--- config.mk ---
export PLATFORM = sky130hd
export DESIGN_NAME = bert_patgen
export DESIGN_NICKNAME = d
export VERILOG_FILES = /design/src/rtl/bert_pkg.sv /design/src/rtl/bert_load_edge.sv /design/src/rtl/bert_prbs_gen.sv /design/src/rtl/bert_word_seq.sv /design/src/rtl/bert_patgen.sv
export SDC_FILE = /design/constraint.sdc
export NUM_CORES = 1
export LEC_CHECK = 0
export BUFFER_PORTS_ARGS = -buffer_cell sky130_fd_sc_hd__clkbuf_2
export CORE_MARGIN = 1
export CORE_UTILIZATION = 40
export DETAILED_ROUTE_END_ITERATION = 8
export PLACE_DENSITY_LB_ADDON = 0.25
export SYNTH_ARGS = -nofsm -noshare
export SYNTH_HDL_FRONTEND = slang
export SYNTH_HIERARCHICAL = 1
export SYNTH_SLANG_ARGS = --single-unit
export TNS_END_PERCENT = 20
--- constraint.sdc ---
create_clock -name clk -period 3.86 [get_ports clk]
set_input_delay 0.772 -clock clk [delete_from_list [all_inputs] [get_ports clk]]
set_output_delay 0.772 -clock clk [all_outputs]
set_load 0.005 [all_outputs]
--- src/rtl/bert_pkg.sv ---
package bert_pkg;

  typedef enum logic [2:0] {
    SEL_P7   = 3'd0,
    SEL_P11  = 3'd1,
    SEL_P15  = 3'd2,
    SEL_P20  = 3'd3,
    SEL_P23  = 3'd4,
    SEL_REP  = 3'd5,
    SEL_ALT  = 3'd6,
    SEL_ALT2 = 3'd7
  } pat_sel_e;

  function automatic logic sel_is_prbs(input logic [2:0] s);
    return (s <= SEL_P23);
  endfunction

  function automatic logic sel_is_alt(input logic [2:0] s);
    return (s >= SEL_ALT);
  endfunction

  // register order (length) of the pseudorandom shift register
  function automatic int unsigned prbs_order(input logic [2:0] s);
    case (s)
      SEL_P11: return 11;
      SEL_P15: return 15;
      SEL_P20: return 20;
      SEL_P23: return 23;
      default: return 7;
    endcase
  endfunction

  // second feedback tap position (1-based)
  function automatic int unsigned prbs_tap(input logic [2:0] s);
    case (s)
      SEL_P11: return 9;
      SEL_P15: return 14;
      SEL_P20: return 17;
      SEL_P23: return 18;
      default: return 6;
    endcase
  endfunction

  // repeating-word period from the length field
  function automatic int unsigned rep_period(input int unsigned len_field,
                                             input int unsigned base);
    return len_field + base;
  endfunction

endpackage

--- src/rtl/bert_load_edge.sv ---
module bert_load_edge (
  input  logic clk,
  input  logic rst_n,
  input  logic load_lvl,
  output logic load_pulse
);
  logic lvl_q;

  always_ff @(posedge clk) begin
    if (!rst_n) lvl_q <= 1'b0;
    else        lvl_q <= load_lvl;
  end

  assign load_pulse = load_lvl & ~lvl_q;

  // a held-high level yields a single reload pulse
  p_single_pulse_r1: assert property (@(posedge clk) disable iff (!rst_n)
    load_pulse |=> !load_pulse);

endmodule

--- src/rtl/bert_prbs_gen.sv ---
module bert_prbs_gen
  import bert_pkg::*;
#(
  parameter int unsigned MAX_ORD = 23
) (
  input  logic       clk,
  input  logic       rst_n,
  input  logic       load,
  input  logic       adv,
  input  logic [2:0] sel,
  output logic       bit_o
);
  localparam int unsigned SW = $clog2(MAX_ORD);

  logic [MAX_ORD-1:0] sr;
  logic [SW-1:0]      msb_i;
  logic [SW-1:0]      tap_i;
  logic [MAX_ORD-1:0] live_mask;
  logic               fb;

  always_comb begin
    msb_i     = SW'(prbs_order(sel) - 1);
    tap_i     = SW'(prbs_tap(sel) - 1);
    live_mask = MAX_ORD'((64'd1 << prbs_order(sel)) - 64'd1);
    fb        = sr[msb_i] ^ sr[tap_i];
  end

  always_ff @(posedge clk) begin
    if (!rst_n)   sr <= '1;
    else if (load) sr <= '1;
    else if (adv)  sr <= {sr[MAX_ORD-2:0], fb};
  end

  assign bit_o = sr[msb_i];

  // reload seeds all ones
  p_seed_r3: assert property (@(posedge clk) disable iff (!rst_n)
    load |=> (sr == '1));
  // the live register never locks up at zero
  p_no_lockup_r3: assert property (@(posedge clk) disable iff (!rst_n)
    (sr & live_mask) != '0);
  // no advance, no change
  p_hold_r6: assert property (@(posedge clk) disable iff (!rst_n)
    (!adv && !load) |=> $stable(sr));

endmodule

--- src/rtl/bert_word_seq.sv ---
module bert_word_seq
  import bert_pkg::*;
#(
  parameter int unsigned WORD_W = 32,
  parameter int unsigned LEN_W  = 4,
  parameter int unsigned CNT_W  = 8
) (
  input  logic              clk,
  input  logic              rst_n,
  input  logic              load,
  input  logic              adv,
  input  logic              alt_mode,
  input  logic [LEN_W-1:0]  len_q,
  input  logic [CNT_W-1:0]  cnt_q,
  input  logic [WORD_W-1:0] word_q,
  output logic              bit_o
);
  localparam int unsigned IDX_W    = $clog2(WORD_W);
  localparam int unsigned HALF     = WORD_W / 2;
  localparam int unsigned HIDX_W   = $clog2(HALF);
  localparam int unsigned REP_BASE = WORD_W - (1 << LEN_W) + 1;

  logic [IDX_W-1:0]  idx;
  logic [HIDX_W-1:0] sub;
  logic              half;
  logic [CNT_W-1:0]  rcnt;
  logic [IDX_W:0]    period;
  logic              rep_wrap;
  logic              alt_half_end;
  logic              alt_swap;
  logic [IDX_W-1:0]  alt_pos;

  always_comb begin
    period       = (IDX_W+1)'(rep_period(int'(len_q), REP_BASE));
    rep_wrap     = ({1'b0, idx} == period - 1'b1);
    alt_half_end = (sub == HIDX_W'(HALF - 1));
    alt_swap     = alt_half_end && (rcnt == cnt_q);
    alt_pos      = IDX_W'({half, sub});
  end

  // repeating-word position
  always_ff @(posedge clk) begin
    if (!rst_n || load) idx <= '0;
    else if (adv)       idx <= rep_wrap ? '0 : idx + 1'b1;
  end

  // alternating-word position, repeat count and half select
  always_ff @(posedge clk) begin
    if (!rst_n || load) begin
      sub  <= '0;
      half <= 1'b0;
      rcnt <= '0;
    end else if (adv) begin
      sub <= sub + 1'b1;
      if (alt_half_end) begin
        if (alt_swap) begin
          rcnt <= '0;
          half <= ~half;
        end else begin
          rcnt <= rcnt + 1'b1;
        end
      end
    end
  end

  assign bit_o = alt_mode ? word_q[alt_pos] : word_q[idx];

  // repeating position stays inside the programmed period
  p_rep_range_r4: assert property (@(posedge clk) disable iff (!rst_n)
    {1'b0, idx} < period);
  // repeat counter never passes the programmed count
  p_alt_bound_r5: assert property (@(posedge clk) disable iff (!rst_n)
    rcnt <= cnt_q);
  // the half-word only flips at the end of the last repeat
  p_alt_flip_r5: assert property (@(posedge clk) disable iff (!rst_n)
    (!load && !(adv && alt_swap)) |=> $stable(half));
  // positions hold when not advancing
  p_hold_r6: assert property (@(posedge clk) disable iff (!rst_n)
    (!adv && !load) |=> $stable({idx, sub, rcnt}));

endmodule

--- src/rtl/bert_patgen.sv ---
module bert_patgen
  import bert_pkg::*;
#(
  parameter int unsigned WORD_W  = 32,
  parameter int unsigned LEN_W   = 4,
  parameter int unsigned CNT_W   = 8,
  parameter int unsigned MAX_ORD = 23
) (
  input  logic              clk,
  input  logic              rst_n,
  input  logic              ce,
  input  logic              pay_vld,
  input  logic              load_req,
  input  logic [2:0]        pat_sel,
  input  logic [LEN_W-1:0]  rep_len,
  input  logic [CNT_W-1:0]  alt_cnt,
  input  logic [WORD_W-1:0] pat_word,
  input  logic              gen_en,
  input  logic              tx_inv,
  input  logic              data_in,
  output logic              data_out
);
  logic              load_pulse;
  logic              adv;
  logic [2:0]        sel_q;
  logic [LEN_W-1:0]  len_q;
  logic [CNT_W-1:0]  cnt_q;
  logic [WORD_W-1:0] word_q;
  logic              prbs_bit;
  logic              word_bit;
  logic              gen_bit;
  logic              sel_bit;

  bert_load_edge u_edge (
    .clk        (clk),
    .rst_n      (rst_n),
    .load_lvl   (load_req),
    .load_pulse (load_pulse)
  );

  assign adv = ce & pay_vld;

  // configuration captured only at the reload edge
  always_ff @(posedge clk) begin
    if (!rst_n) begin
      sel_q  <= SEL_P7;
      len_q  <= '0;
      cnt_q  <= '0;
      word_q <= '0;
    end else if (load_pulse) begin
      sel_q  <= pat_sel;
      len_q  <= rep_len;
      cnt_q  <= alt_cnt;
      word_q <= pat_word;
    end
  end

  bert_prbs_gen #(.MAX_ORD(MAX_ORD)) u_prbs (
    .clk   (clk),
    .rst_n (rst_n),
    .load  (load_pulse),
    .adv   (adv),
    .sel   (sel_q),
    .bit_o (prbs_bit)
  );

  bert_word_seq #(.WORD_W(WORD_W), .LEN_W(LEN_W), .CNT_W(CNT_W)) u_word (
    .clk      (clk),
    .rst_n    (rst_n),
    .load     (load_pulse),
    .adv      (adv),
    .alt_mode (sel_is_alt(sel_q)),
    .len_q    (len_q),
    .cnt_q    (cnt_q),
    .word_q   (word_q),
    .bit_o    (word_bit)
  );

  always_comb begin
    gen_bit = sel_is_prbs(sel_q) ? prbs_bit : word_bit;
    sel_bit = gen_en ? gen_bit : data_in;
  end

  always_ff @(posedge clk) begin
    if (!rst_n) data_out <= 1'b0;
    else        data_out <= sel_bit ^ tx_inv;
  end

  // captured configuration is frozen between reload edges
  p_cfg_hold_r2: assert property (@(posedge clk) disable iff (!rst_n)
    !load_pulse |=> $stable({sel_q, len_q, cnt_q, word_q}));
  // bypass sends the incoming data one cycle later
  p_bypass_r7: assert property (@(posedge clk) disable iff (!rst_n)
    (!gen_en && !tx_inv) |=> (data_out == $past(data_in)));
  // inverted bypass sends the complement
  p_bypass_inv_r8: assert property (@(posedge clk) disable iff (!rst_n)
    (!gen_en && tx_inv) |=> (data_out != $past(data_in)));

endmodule

==> results.py <==
metrics = {
    "outcome": {
        "status": "finished, final reports clean",
    },
    "clocking": {
        "holdBufCountCts": 0,
        "cts_buffer_depth": 2,
        "postCtsSetupBuffers": 0,
        "cts_tree": "done",
        "numCtsBuffers": 9,
        "clock_latency_ns": 0.34,
        "cts.sinks": 90,
        "root_buffer": "clkbuf_16",
        "cts_resized": 0,
        "clkSlewWorstSetupHoldPaths_ns": 0.06,
        "cts_htree_levels": 3,
    },
    "timing": {
        "fin_skew_ns": 0.007157,
        "hold_viol_final": 0,
        "rsz0062_at_grt": "no",
        "finalSetupViolations": 0,
        "setup_slack_ns": 1.169,
        "tightest_slew_ns": 0.8420,
        "relSlewSlack_pct": 43.75,
        "fin_crit_sh_pct": 69.73,
        "slew_viol_final": 0,
        "fin_crit_ns": 2.691,
        "max_freq_mhz": 371.5,
        "setup_tns_ns": 0,
    },
    "critical_path": {
        "arrival_ns": 2.93,
        "worst_setup_path_end_kind": "register",
        "path_max_fanout": 11,
        "critPathKind": "reg -> reg",
        "startpoint_type": "register",
        "cp.required_ns": 4.10,
    },
    "routing": {
        "first_pass_iters": 5,
        "viasPerCell": 5.172,
        "antenna_left": 0,
        "drc_errors": 0,
        "num_vias": 3269,
        "drt_iter0_drc": 120,
        "drt-total-wl_microns": 9587,
        "wire_per_inst_microns": 15.17,
    },
    "power": {
        "total_power_uw": 2124,
        "leakagePower_uw": 0.002083,
        "power_density_nw_per_um2": 406.1,
        "ir_drop_uv": 216.6,
    },
    "floorplanning": {
        "rows": 38,
        "core_sq_um": 11080,
        "die-area_sq_um": 12040,
        "start_util_pct": 41.90,
        "pin_count": 56,
        "die_w_microns": 109.7,
        "fp.dieH_microns": 109.7,
    },
    "grt": {
        "first_global_vias": 3188,
        "grt_pass1_wl_microns": 15930,
        "grt_antenna_before_repair": 0,
        "grt_max_degree": 36,
        "grt_use_total_pct": 17.47,
        "gr-total-overflow": 0,
    },
    "placed_design": {
        "io_buffers": 55,
        "dp_slack_ns": 1.212,
        "finalWeightedCongestion": 0.9036,
        "detailed_place_hpwl_microns": 6872,
    },
    "synthesis": {
        "yosys_warnings": 6,
        "synth_edf_count": 0,
        "syn_inst": 447,
        "syn-cell-area_sq_um": 4642,
        "async_flop_share_pct": 0,
        "yosysSeqAreaShare_pct": 38.81,
        "synth_cell_types": 56,
        "ys.flop_type": "dfxtp_1",
        "postSynthAreaPerCell_sq_um": 10.38,
        "yosys_register_bits": 90,
        "synth_fp_nets": 506,
    },
    "cells_and_area": {
        "layout-drive-gt1-share_pct": 18.70,
        "insertedDiodeCount": 0,
        "syn2layout_area_growth_pct": 12.64,
        "nFillCells": 1041,
        "num-nets-final": 548,
        "fin_util_pct": 47.20,
    },
    "worst_hold_path": {
        "hold_class": "reg -> reg",
    },
    "run": {
        "maxCapViolCount": 0,
    },
}
==> synthesized netlist by cell type (2+ instances only) <==
cell type	n	area (sq um)
and4_1	3	26.28
o21ai_0	4	20.02
nand4_1	5	31.28
buf_4	5	37.54
a311o_1	2	20.02
nand2_1	32	120.1
nand3_1	14	70.07
clkbuf_1	8	30.03
nor3_1	4	20.02
nor4b_1	2	17.52
buf_2	9	45.04
nand3b_1	4	30.03
xnor2_1	5	43.79
buf_12	3	60.06
mux2i_1	82	820.8
nor2b_4	2	27.53
xor2_1	23	201.4
and3_1	4	25.02
and2_1	3	18.77
a211oi_1	2	15.01
nor2_1	22	82.58
nor4bb_1	2	20.02
ha_1	4	50.05
a21oi_1	7	35.03
mux4_2	11	247.7
and3b_1	2	17.52
inv_1	6	22.52
nor2b_1	51	319.1
nand2b_1	2	12.51
buf_6	5	56.30
a311oi_1	2	17.52
dfxtp_1	90	1802
mux4_1	2	52.55
mux2_2	3	33.78
==> cell type report <==
cell class                 count  area [sq um]  area share, %
tap                          140         175.2          3.350
sequential                    90          1802          34.46
multi-input combinational    321          2589          49.51
inverter                       6         22.52         0.4307
timing repair buffer          61         332.8          6.365
clock buffer                  11         242.7          4.642
clock inverter                 3         65.06          1.244
==> kinds of logic after synthesis <==
family                   after synthesis  synth area share (%)
buffers and inverters                 36                 5.418
XOR/XNOR                              28                 5.283
multiplexers                         100                 25.44
adder cells (fa/ha/maj)                4                 1.078
AO/OA/AOI/OAI                         32                 5.041
flip-flops                            90                 38.81
AND/OR/NAND/NOR                      157                 18.92
==> per-stage QoR <==
stage | cell area (sq um) | std cells | hold slack, ns
after floorplan | 4642 | 447 | 0.4408
final | 5229 | 632 | 0.4764
after CTS | 5229 | 632 | 0.4788
after global placement | 4921 | 618 | 0.4576
after global routing | 5229 | 632 | 0.4959
after detailed placement | 4921 | 618 | 0.4656
==> path summary, 6_finish.rpt <==
kind | startpoint | endpoint | slack, ns | depth (start not counted)
max | sel_q[0]$_SDFFE_PN0P_ | u_prbs/sr[0]$_SDFFE_PP1P_ | 1.17 | 8
min | u_prbs/sr[20]$_SDFFE_PP1P_ | u_prbs/sr[21]$_SDFFE_PP1P_ | 0.48 | 2
max reg2reg | sel_q[0]$_SDFFE_PN0P_ | u_prbs/sr[0]$_SDFFE_PP1P_ | 1.17 | 8
min reg2reg | u_prbs/sr[20]$_SDFFE_PP1P_ | u_prbs/sr[21]$_SDFFE_PP1P_ | 0.48 | 2
==> per-layer routing <==
metal	routed length (microns)	global-route usage, %	vias to the layer above	part of all wire [%]
met5	0	0	-	0
met2	4424	27.85	51	46
li1	-	-	1660	-
met3	349	3.853	8	3.6
met4	133	6.286	0	1.4
met1	4678	23.16	1550	49
==> critical path, stage by stage, from the launching register on <==
cell	delay [ns]
dfxtp_1	0.51
nor2b_4	0.27
inv_1	0.06
ha_1	0.39
mux4_2	0.52
nand3b_1	0.10
a21oi_1	0.09
or4_1	0.43
a31o_1	0.21
==> flip-flops by register name (all words and copies together) (netlist names) <==
name / cells
u_word/idx: 5
len_q: 4
u_word/sub: 4
data_out: 1
u_word/half: 1
u_edge/lvl_q: 1
sel_q: 3
u_prbs/sr: 23
word_q: 32
cnt_q: 8
u_word/rcnt: 8
==> power by group <==
group / leakage [uW] / internal (uW) / total [uW] / switching (uW)
logic: 0.00120 / 112 / 208 / 95.9
registers: 0.000735 / 962 / 997 / 35.1
clock network: 0.000151 / 576 / 919 / 342
==> cell usage in the layout (no fill, tap or decap), drive strengths merged, types with 2 or more instances in the layout <==
cell / n
and3b: 2
clkbuf: 66
buf: 6
a311oi: 2
dfxtp: 90
a21oi: 7
nand3b: 4
mux2i: 82
nor2: 22
nor4b: 2
inv: 6
xnor2: 5
nand4: 5
nor3: 4
mux2: 5
mux4: 13
xor2: 23
o21ai: 4
and2: 3
and3: 4
nand2b: 2
a311o: 2
bufinv: 2
a211oi: 2
nand2: 32
nor4bb: 2
and4: 3
nor2b: 53
ha: 4
nand3: 14
Note: power is estimated with default switching activity, not from simulation.
